**config.mk**
```make
export PLATFORM = sky130hd
export DESIGN_NAME = gated_clk_div
export DESIGN_NICKNAME = d
export VERILOG_FILES = /design/src/rtl/cdiv_pkg.sv /design/src/rtl/cdiv_decode.sv /design/src/rtl/cdiv_ctrl.sv /design/src/rtl/cdiv_core.sv /design/src/rtl/gated_clk_div.sv
export SDC_FILE = /design/constraint.sdc
export NUM_CORES = 1
export LEC_CHECK = 0
export BUFFER_PORTS_ARGS = -buffer_cell sky130_fd_sc_hd__buf_4
export CAP_MARGIN = 20
export CORE_MARGIN = 4
export CORE_UTILIZATION = 61
export DETAILED_ROUTE_END_ITERATION = 10
export GPL_TIMING_DRIVEN = 0
export PLACE_DENSITY = 0.87
export SYNTH_ARGS = -nofsm -noshare
export SYNTH_HDL_FRONTEND = slang
export SYNTH_HIERARCHICAL = 1
export SYNTH_SLANG_ARGS = --single-unit
```
**constraint.sdc**
```tcl
create_clock -name clk -period 5.4 [get_ports clk]
set_input_delay 0.54 -clock clk [delete_from_list [all_inputs] [get_ports clk]]
set_output_delay 0.54 -clock clk [all_outputs]
set_load 0.1 [all_outputs]
```
**src/rtl/cdiv_pkg.sv**
```systemverilog
package cdiv_pkg;

    typedef enum logic [1:0] {
        ST_IDLE   = 2'd0,
        ST_WAIT   = 2'd1,
        ST_SETTLE = 2'd2
    } cdiv_state_e;

    function automatic int code_w(bit wide);
        return wide ? 6 : 5;
    endfunction

    function automatic int max_div(bit wide);
        return wide ? 64 * 31 : 32;
    endfunction

    function automatic int div_w(bit wide);
        return $clog2(max_div(wide) + 1);
    endfunction

    // divisor selected by code 0
    function automatic int rst_div(bit wide);
        return wide ? 64 : 32;
    endfunction

endpackage

```
**src/rtl/cdiv_decode.sv**
```systemverilog
module cdiv_decode #(
    parameter bit WIDE = 1'b0
) (
    input  logic [cdiv_pkg::code_w(WIDE)-1:0] code,
    output logic [cdiv_pkg::div_w(WIDE)-1:0]  eff
);
    localparam int DIV_W = cdiv_pkg::div_w(WIDE);
    localparam int TOP   = cdiv_pkg::rst_div(WIDE);

    generate
        if (WIDE) begin : g_wide
            always_comb begin
                if (code[5]) begin
                    if (code[4:0] == 5'd0) eff = DIV_W'(TOP);
                    else                   eff = DIV_W'({code[4:0], 6'd0});
                end else if (code == '0) begin
                    eff = DIV_W'(TOP);
                end else begin
                    eff = DIV_W'(code);
                end
            end
        end else begin : g_narrow
            always_comb begin
                if (code == '0) eff = DIV_W'(TOP);
                else            eff = DIV_W'(code);
            end
        end
    endgenerate

endmodule

```
**src/rtl/cdiv_ctrl.sv**
```systemverilog
module cdiv_ctrl #(
    parameter bit WIDE = 1'b0
) (
    input  logic                             clk,
    input  logic                             rst_n,
    input  logic                             wr_div,
    input  logic [cdiv_pkg::div_w(WIDE)-1:0] eff_in,
    input  logic                             rd_stat,
    input  logic                             period_end,
    output logic                             load,
    output logic [cdiv_pkg::div_w(WIDE)-1:0] new_div,
    output logic                             busy,
    output logic                             err
);
    import cdiv_pkg::*;

    localparam int DIV_W = div_w(WIDE);

    cdiv_state_e state, state_nx;

    always_comb begin
        state_nx = state;
        unique case (state)
            ST_IDLE:   if (wr_div)     state_nx = ST_WAIT;
            ST_WAIT:   if (period_end) state_nx = ST_SETTLE;
            ST_SETTLE:                 state_nx = ST_IDLE;
            default:                   state_nx = ST_IDLE;
        endcase
    end

    always_ff @(posedge clk or negedge rst_n) begin
        if (!rst_n) state <= ST_IDLE;
        else        state <= state_nx;
    end

    always_comb begin
        busy = (state != ST_IDLE);
        load = (state == ST_WAIT) && period_end;
    end

    always_ff @(posedge clk or negedge rst_n) begin
        if (!rst_n) begin
            new_div <= DIV_W'(rst_div(WIDE));
            err     <= 1'b0;
        end else begin
            if (wr_div && !busy) new_div <= eff_in;
            if (wr_div && busy)  err <= 1'b1;
            else if (rd_stat)    err <= 1'b0;
        end
    end

    a_r6_wait_for_boundary: assert property (@(posedge clk) disable iff (!rst_n)
        (state == ST_WAIT && !period_end) |=> (state == ST_WAIT));

    a_r7_busy_write_flags: assert property (@(posedge clk) disable iff (!rst_n)
        (wr_div && busy) |=> err);

    a_r7_err_sticky: assert property (@(posedge clk) disable iff (!rst_n)
        ($past(err) && !$past(rd_stat)) |-> err);

endmodule

```
**src/rtl/cdiv_core.sv**
```systemverilog
module cdiv_core #(
    parameter bit WIDE = 1'b0
) (
    input  logic                             clk,
    input  logic                             rst_n,
    input  logic                             load,
    input  logic [cdiv_pkg::div_w(WIDE)-1:0] new_div,
    input  logic                             gate_wr,
    input  logic                             gate_val,
    output logic                             period_end,
    output logic                             clk_out,
    output logic                             run
);
    import cdiv_pkg::*;

    localparam int DIV_W = div_w(WIDE);
    localparam int RSTD  = rst_div(WIDE);

    logic [DIV_W-1:0] cur_div, cnt, cnt_nx, nd;
    logic             q_r, en_req;
    logic             pass_n, run_n;

    always_comb begin
        period_end = (cnt == cur_div - DIV_W'(1));
        cnt_nx     = cnt + DIV_W'(1);
        nd         = load ? new_div : cur_div;
    end

    always_ff @(posedge clk or negedge rst_n) begin
        if (!rst_n) begin
            cur_div <= DIV_W'(RSTD);
            cnt     <= DIV_W'(RSTD - 1);
            q_r     <= 1'b0;
            run     <= 1'b0;
            en_req  <= 1'b0;
        end else begin
            if (gate_wr) en_req <= gate_val;
            if (period_end) begin
                cnt <= '0;
                q_r <= ((nd >> 1) != '0);
                run <= en_req;
                if (load) cur_div <= new_div;
            end else begin
                cnt <= cnt_nx;
                q_r <= (cnt_nx < (cur_div >> 1));
            end
        end
    end

    // copies taken while the parent clock is low keep the bypass path glitch free
    always_ff @(negedge clk or negedge rst_n) begin
        if (!rst_n) begin
            pass_n <= 1'b0;
            run_n  <= 1'b0;
        end else begin
            pass_n <= (cur_div == DIV_W'(1));
            run_n  <= run;
        end
    end

    assign clk_out = pass_n ? (clk & run_n) : (q_r & run);

    a_r6_div_changes_on_load: assert property (@(posedge clk) disable iff (!rst_n)
        (cur_div != $past(cur_div)) |-> $past(load));

    a_r8_gate_at_boundary: assert property (@(posedge clk) disable iff (!rst_n)
        (run != $past(run)) |-> $past(period_end));

    a_r4_low_at_period_end: assert property (@(posedge clk) disable iff (!rst_n)
        (period_end && cur_div > DIV_W'(1)) |-> !q_r);

    a_r2_div_nonzero: assert property (@(posedge clk) disable iff (!rst_n)
        cur_div != '0);

endmodule

```
**src/rtl/gated_clk_div.sv**
```systemverilog
module gated_clk_div #(
    parameter bit WIDE = 1'b0
) (
    input  logic                              clk,
    input  logic                              rst_n,
    input  logic                              div_wr,
    input  logic [cdiv_pkg::code_w(WIDE)-1:0] div_code,
    input  logic                              gate_wr,
    input  logic                              gate_on,
    input  logic                              stat_rd,
    output logic [4:0]                        status,
    output logic                              clk_out,
    output logic                              active
);
    localparam int DIV_W = cdiv_pkg::div_w(WIDE);

    logic [DIV_W-1:0] eff, new_div;
    logic             load, busy, err, period_end;

    cdiv_decode #(.WIDE(WIDE)) u_decode (
        .code (div_code),
        .eff  (eff)
    );

    cdiv_ctrl #(.WIDE(WIDE)) u_ctrl (
        .clk        (clk),
        .rst_n      (rst_n),
        .wr_div     (div_wr),
        .eff_in     (eff),
        .rd_stat    (stat_rd),
        .period_end (period_end),
        .load       (load),
        .new_div    (new_div),
        .busy       (busy),
        .err        (err)
    );

    cdiv_core #(.WIDE(WIDE)) u_core (
        .clk        (clk),
        .rst_n      (rst_n),
        .load       (load),
        .new_div    (new_div),
        .gate_wr    (gate_wr),
        .gate_val   (gate_on),
        .period_end (period_end),
        .clk_out    (clk_out),
        .run        (active)
    );

    assign status = {busy, busy, 2'b00, err};

endmodule

```
* Yosys cells after proc, flatten, opt, wreduce, memory -nomap -nowiden
Index checks and enable logic that the tools add are counted.
** Word-level totals
- Bits in registers :: 26
- Input bits :: 11
- Output and inout port bits :: 7
- Logic and storage cells :: 42
** Operators by class
- Add/sub/neg operators :: 2
- Order comparisons :: 1
- Eq/ne operators :: 5
- Multiplexer cells :: 10
- Bitwise logic cells :: 2
- Reductions and logical operators :: 11
** Operators with widths (number)
- 2-to-1 mux 6 bit :: 3
- adder 6 x 1 -> 6 bit (second input constant) :: 1
- equality test 6 x 1 -> 1 bit (second input constant) :: 1
- equality test 6 bit :: 1
- less-than comparator 6 x 5 -> 1 bit :: 1
- nonzero test 6 bit :: 1
- subtractor 6 x 1 -> 6 bit (second input constant) :: 1
- zero test 5 bit :: 1
- 2-to-1 mux 1 bit :: 4
- 2-to-1 mux 2 bit :: 2
- one-hot mux 2 bit (2 select lines) :: 1
- AND reduction 2 bit :: 2
- nonzero test 2 bit :: 2
- logical AND 1 bit :: 3
- bitwise AND 1 bit :: 2
- equality test 2 x 1 -> 1 bit (second input constant) :: 1
- zero test 2 bit :: 1
- != test 2 x 1 -> 1 bit (second input constant) :: 1
- != test 2 bit (second input constant) :: 1
- zero test 1 bit :: 1

* Logic depth before layout (Yosys ltp)
Gate-level depths: netlist (run 1).
- Word-level depth :: 6
- Gate-level depth with buffers :: 11
- Gate-level depth less buffers :: 10

* Cells and area by module
Netlist (run 1), hierarchy kept.
** Modules (own cells, without submodules)
- cdiv_core :: times used 1, cells an instance 93, area an instance 1049.8 um^2, sequential area each 432.9 um^2
- cdiv_ctrl :: times used 1, cells an instance 23, area an instance 362.8 um^2, sequential area each 226.5 um^2
- gated_clk_div :: times used 1, cells an instance 6, area an instance 41.3 um^2, sequential area each 0.0 um^2
- cdiv_decode :: times used 1, cells an instance 7, area an instance 36.3 um^2, sequential area each 0.0 um^2

==> metrics.txt, run 1 <==
YS warnings 6; CP endpoint kind output port; commonest non-fill, non-tap cell in the layout buf_4; Synth Area in XOR/XNOR 7.56%; GRT Util Overall 19.8%; RSZ-0062 raised after global routing no; Post-Place Cells 173; maxcap violations 0; Syn Area/Cell 11.6 µm²; core area 2280 µm²; GR peak layer met2; Adder-Cell Fraction of Synth Area 5.88%; Detailed Place HPWL 2070 µm; FP Rows 17; Clock transition at path regs 0.12 ns; crit path DAT 3.99 ns; Syn Inst Count 129; status complete, no violations; Compound-Gate Fraction of Synth Area 5.71%; diode count 0; remaining global-route overflow 0; DRC Markers 0; IO buf count 15; post-CTS resize count 0; Final Hold Viols 0; layout cells sized above 1 37.9%; P_sw 0.0810 mW; main combinational cell family by area after synthesis simple AND/OR/NAND/NOR gates; antenna viol nets, final 0; die area 3300 µm²; Worst Max-Slew Pin Slew 0.830 ns; largest cells by area after synthesis dfrtp_1, dfstp_2, ha_1, mux2_2, mux2_4; DR pass1 iterations 4; Clock power frac 34.1%; post-DR wirelength/cell 15.3 µm; relative slew slack 44.2%; number of enable flip-flop cells after synthesis 0; Final #Nets 172; Initial Utilization 65.5%; Slew Viols, Final 0; initial antenna violation count 0; setup ws final 0.868 ns; worst hold path type in -> reg; Area Overhead vs Synth 14.8%; placed inst area 1640 µm²; I/O Pins 18; detailed-route via count 1,006; Die Width 57.4 µm; FF+latch count, synth 26; Seq pwr share 56.8%; final setup TNS 0 ns; Clk Latency, worst-skew pair 0.43 ns; Crit-path slowest cell dfrtn_1; critical path class reg -> out; LEAKAGE 0.789 nW; Max VDD drop 203 µV; routed vias/inst 5.56; Final setup viols 0; Post-Syn Area 1490 µm²; area share of the largest cell type after synthesis 28.5%; Internal 0.280 mW; final wirelength 2760 µm; Place WS 1.34 ns; GRT met3 Usage 4.52%; crit path max fanout 2; final instance area 1710 µm²; largest area contributor in the netlist dfrtp_1; Non-Filler Instances 181; post-synthesis mux area share 12.5%; FFs w/ async S/R, synth 100%; power density over the cells 211 nW/µm²; GRT met1 Usage 22.6%; CTS tree done; Netlist cell types 43; postcts setup bufs 0; Net Sw Frac 22.4%; met2 GRT Util 32.9%; overall power 0.361 mW; DIE HEIGHT 57.4 µm; pin count of the biggest net entering global routing 27; post-synthesis simple-gate area fraction 15.3%; Critical Path Source Type register; delay of the slowest critical-path stage 0.42 ns; first-pass GRT wire length 4910 µm; first-iteration detailed-routing DRC count 36; Setup Skew 0.00594 ns; Comb power frac 9.0%; most frequent cells in the layout buf_4, dfrtp_1, inv_1; critical path, cell by cell nand3_1 -> o21ai_1 -> buf_4; Seq/Total Area, Yosys 44.2%; vias in the first global route 1,105; Post-synth top flop dfrtp_1; WP data required 4.86 ns; Final Wtd Congestion 0.833
[layout make-up]
cell class                      count  area, µm²
Tap cell                           28       35.0
Inverter                            8       30.0
Sequential cell                    26        659
Fill cell                         131        566
Timing Repair Buffer               15        115
Clock buffer                        8       66.3
Buffer                             14       97.6
Multi-Input combinational cell     82        707
[stage by stage]
stage | hold WS (ns) | util (%)
5_1_grt | 0.311 | 75.2
4_1_cts | 0.320 | 75.2
3_3_place_gp | 0.457 | 72.1
2_1_floorplan | 0.244 | -
6_report | 0.339 | 75.2
3_5_place_dp | 0.457 | 72.1
[layer usage]
layer  part of all wire, %  up-vias  wire length, µm
li1                      -      482                -
met1                    41      489             1150
met2                    53       31             1460
met3                   4.1        4              112
met4                   1.5        0               41
met5                     0        -                0
[cell families (layout without fill, tap and decap cells)]
family	after synthesis	in the layout
and+or+nand+nor	35	35
adders and majority gates	7	7
xor gates and xnor gates	12	12
other	1	2
DFF	26	26
muxes	15	15
buffers and inverters	22	45
AOI/OAI and AO/OA	11	11
[final timing paths]
kind	end	from	depth (start not counted)	slack, ns
worst max-delay path	clk_out	u_core/pass_n	3	0.87
worst min-delay path	u_core/en_req	gate_on	2	0.34
worst max register to register	u_core/pass_n	u_core/cur_div[3]	3	1.67
worst min register to register	u_core/run	u_core/en_req	1	0.52
max in group asynchronous	u_core/run_n	rst_n	2	2.01
min in group asynchronous	u_ctrl/state[1]	rst_n	2	0.54
[Yosys cell counts (2+ instances only)]
cell type	count
and2b_1	4
and3b_2	2
buf_4	6
buf_6	2
clkbuf_1	4
dfrtn_1	2
dfrtp_1	17
dfstp_2	7
ha_1	7
inv_1	8
mux2_1	2
mux2_2	7
mux2_4	5
nand2_1	3
nand3_1	6
nor2_1	4
nor3_1	4
nor4_1	2
o21ai_0	3
or4_1	2
xnor2_1	6
xor2_1	5
[worst max-delay path: cells and delay by family, from the launching register on]
kind            cells  cell delay, ns
flops               1            0.42
buf+inv             1            0.30
simple gates        1            0.08
compound gates      1            0.07
[power groups by stage]
stage                     registers [mW]  logic, mW  clock network [mW]
after CTS                          0.205     0.0329               0.130
final                              0.205     0.0326               0.123
after global routing               0.206     0.0351               0.141
after detailed placement           0.208     0.0322           0.0000752
after floorplan                    0.207     0.0203           0.0000752
after global placement             0.208     0.0311           0.0000752
[state kept, by name, indices dropped and copies added, names as in the netlist]
register        cells
u_core/en_req       1
u_ctrl/err          1
u_ctrl/new_div      6
u_core/run_n        1
u_core/cnt          6
u_core/cur_div      6
u_core/q_r          1
u_core/pass_n       1
u_ctrl/state        2
u_core/run          1
[timing repair]
| item | CTS | global route |
|---|---|---|
| setup endpoints to repair | 0 | 0 |
| hold endpoints to repair | 17 | 0 |
| hold buffers | 1 | 0 |
Power figures use the tool's default switching activity.
==> inputs of run 2 (changes only) <==
- CORE_UTILIZATION: 61 -> 51
- PLACE_DENSITY: 0.87 -> 0.78
- clock period: 5.4 -> 4 ns (I/O delays scaled with it)
==> run 2 against run 1 <==
Compared with the run above: routed wire length shrank 3.1%; sequential power grew 35%; highest routed layer unchanged; count of clock-buffer cells in the layout shrank 1; core utilization shrank 13 points; global-route usage shrank 2.0 points; final area grew 1.4%; first-iteration DRC count shrank 36%.
==> metrics.txt, run 2 (synthesized netlist as in run 1, its figures left out) <==
status complete, no violations; Final setup viols 0; worst hold path type in -> reg; Post-CTS Hold Fix Bufs 1; IO buf count 15; crit path max fanout 2; post-CTS resize count 0; Worst Hold Depth 2; Hold Path Sink u_ctrl/err; RSZ-0062 raised after global routing no; Worst Max-Slew Pin Slew 0.846 ns; antenna viol nets, final 0; CP endpoint kind output port; postcts setup bufs 0; die area 3850 µm²; crit path DAT 3.32 ns; routed vias/inst 5.32; setup slack, reg-to-reg 0.59 ns; Area Overhead vs Synth 16.4%; first-iteration detailed-routing DRC count 23; Final Util 62.3%; critical path class reg -> out; core area 2780 µm²; Non-Filler Instances 184; vias in the first global route 1,040; placed inst area 1650 µm²; overall power 0.536 mW; Post-Place Cells 176; WP data required 3.60 ns; remaining global-route overflow 0; Max VDD drop 244 µV; layout cells sized above 1 38.6%; R2R Path Start u_core/cur_div[1]; FP Rows 19; initial antenna violation count 0; Hold WS 0.203 ns; Final #Nets 172; final wirelength 2680 µm; DIE HEIGHT 62.1 µm; GRT Util Overall 17.8%; DRC Markers 0; Place WS 0.596 ns; first-pass GRT wire length 4730 µm; power density over the cells 309 nW/µm²; detailed-route via count 978; diode count 0; CTS tree done; relative slew slack 43.1%; I/O Pins 18; Critical Path Source Type register; Initial Utilization 53.6%; LEAKAGE 0.797 nW; worst reg2reg endpoint u_core/cur_div[2]; most frequent cells in the layout buf_4, dfrtp_1, inv_1; Clk Latency, worst-skew pair 0.42 ns; hold path start div_wr; maxcap violations 0; Clock transition at path regs 0.13 ns; final setup TNS 0 ns; DR pass1 iterations 4; Slew Viols, Final 0; R2R depth 11; Final Hold Viols 0; Regs by FF count u_core/cnt: 6 flops, u_core/cur_div: 6 flops, u_ctrl/new_div: 6 flops; Detailed Place HPWL 2050 µm; Setup Skew 0.00522 ns; post-DR wirelength/cell 14.5 µm; setup ws final 0.278 ns; pin count of the biggest net entering global routing 27; final instance area 1730 µm²; Die Width 62.1 µm; commonest non-fill, non-tap cell in the layout buf_4; Final Wtd Congestion 0.833
## run 2: worst max-delay path: stages (launching register included)
cell and delay (ns):
dfrtn_1 0.44, nand3_1 0.10, o21ai_2 0.06, buf_4 0.30
## run 2: power by group
part / switching (mW) / internal [mW] / total [mW]
Clock: 0.0817 / 0.134 / 0.216
Sequential: 0.00581 / 0.271 / 0.277
Combinational: 0.0248 / 0.0187 / 0.0435
Total: 0.112 / 0.424 / 0.536
## run 2: metal layers
layer / part of all wire (%) / vias up / global-route usage (%)
met5: 0 / - / 0
met4: 1.3 / 0 / 10.9
met3: 3.3 / 3 / 4.34
met2: 53 / 19 / 28.0
met1: 43 / 473 / 21.9
li1: - / 483 / -
## run 2: area by class of cell
cell class / instances / area, µm²
timing repair buffer: 15 / 115
clock buffer: 7 / 52.6
sequential: 26 / 659
fill: 229 / 1050
tap: 31 / 38.8
inverter: 8 / 30.0
clock inverter: 1 / 30.0
multi-input combinational: 82 / 711
buffer: 14 / 97.6
## run 2: worst max-delay path by stage
stage | from | to | slack, ns | cells after the start
3_5_place_dp | u_core/cur_div[1] | u_core/cur_div[2] | 0.60 | 11
5_1_grt | u_core/pass_n | clk_out | 0.16 | 3
4_1_cts | u_core/pass_n | clk_out | 0.25 | 3
2_1_floorplan | u_core/pass_n | clk_out | 0.43 | 1
6_report | u_core/pass_n | clk_out | 0.28 | 3
3_3_place_gp | u_core/cur_div[1] | u_core/cur_div[2] | 0.72 | 11
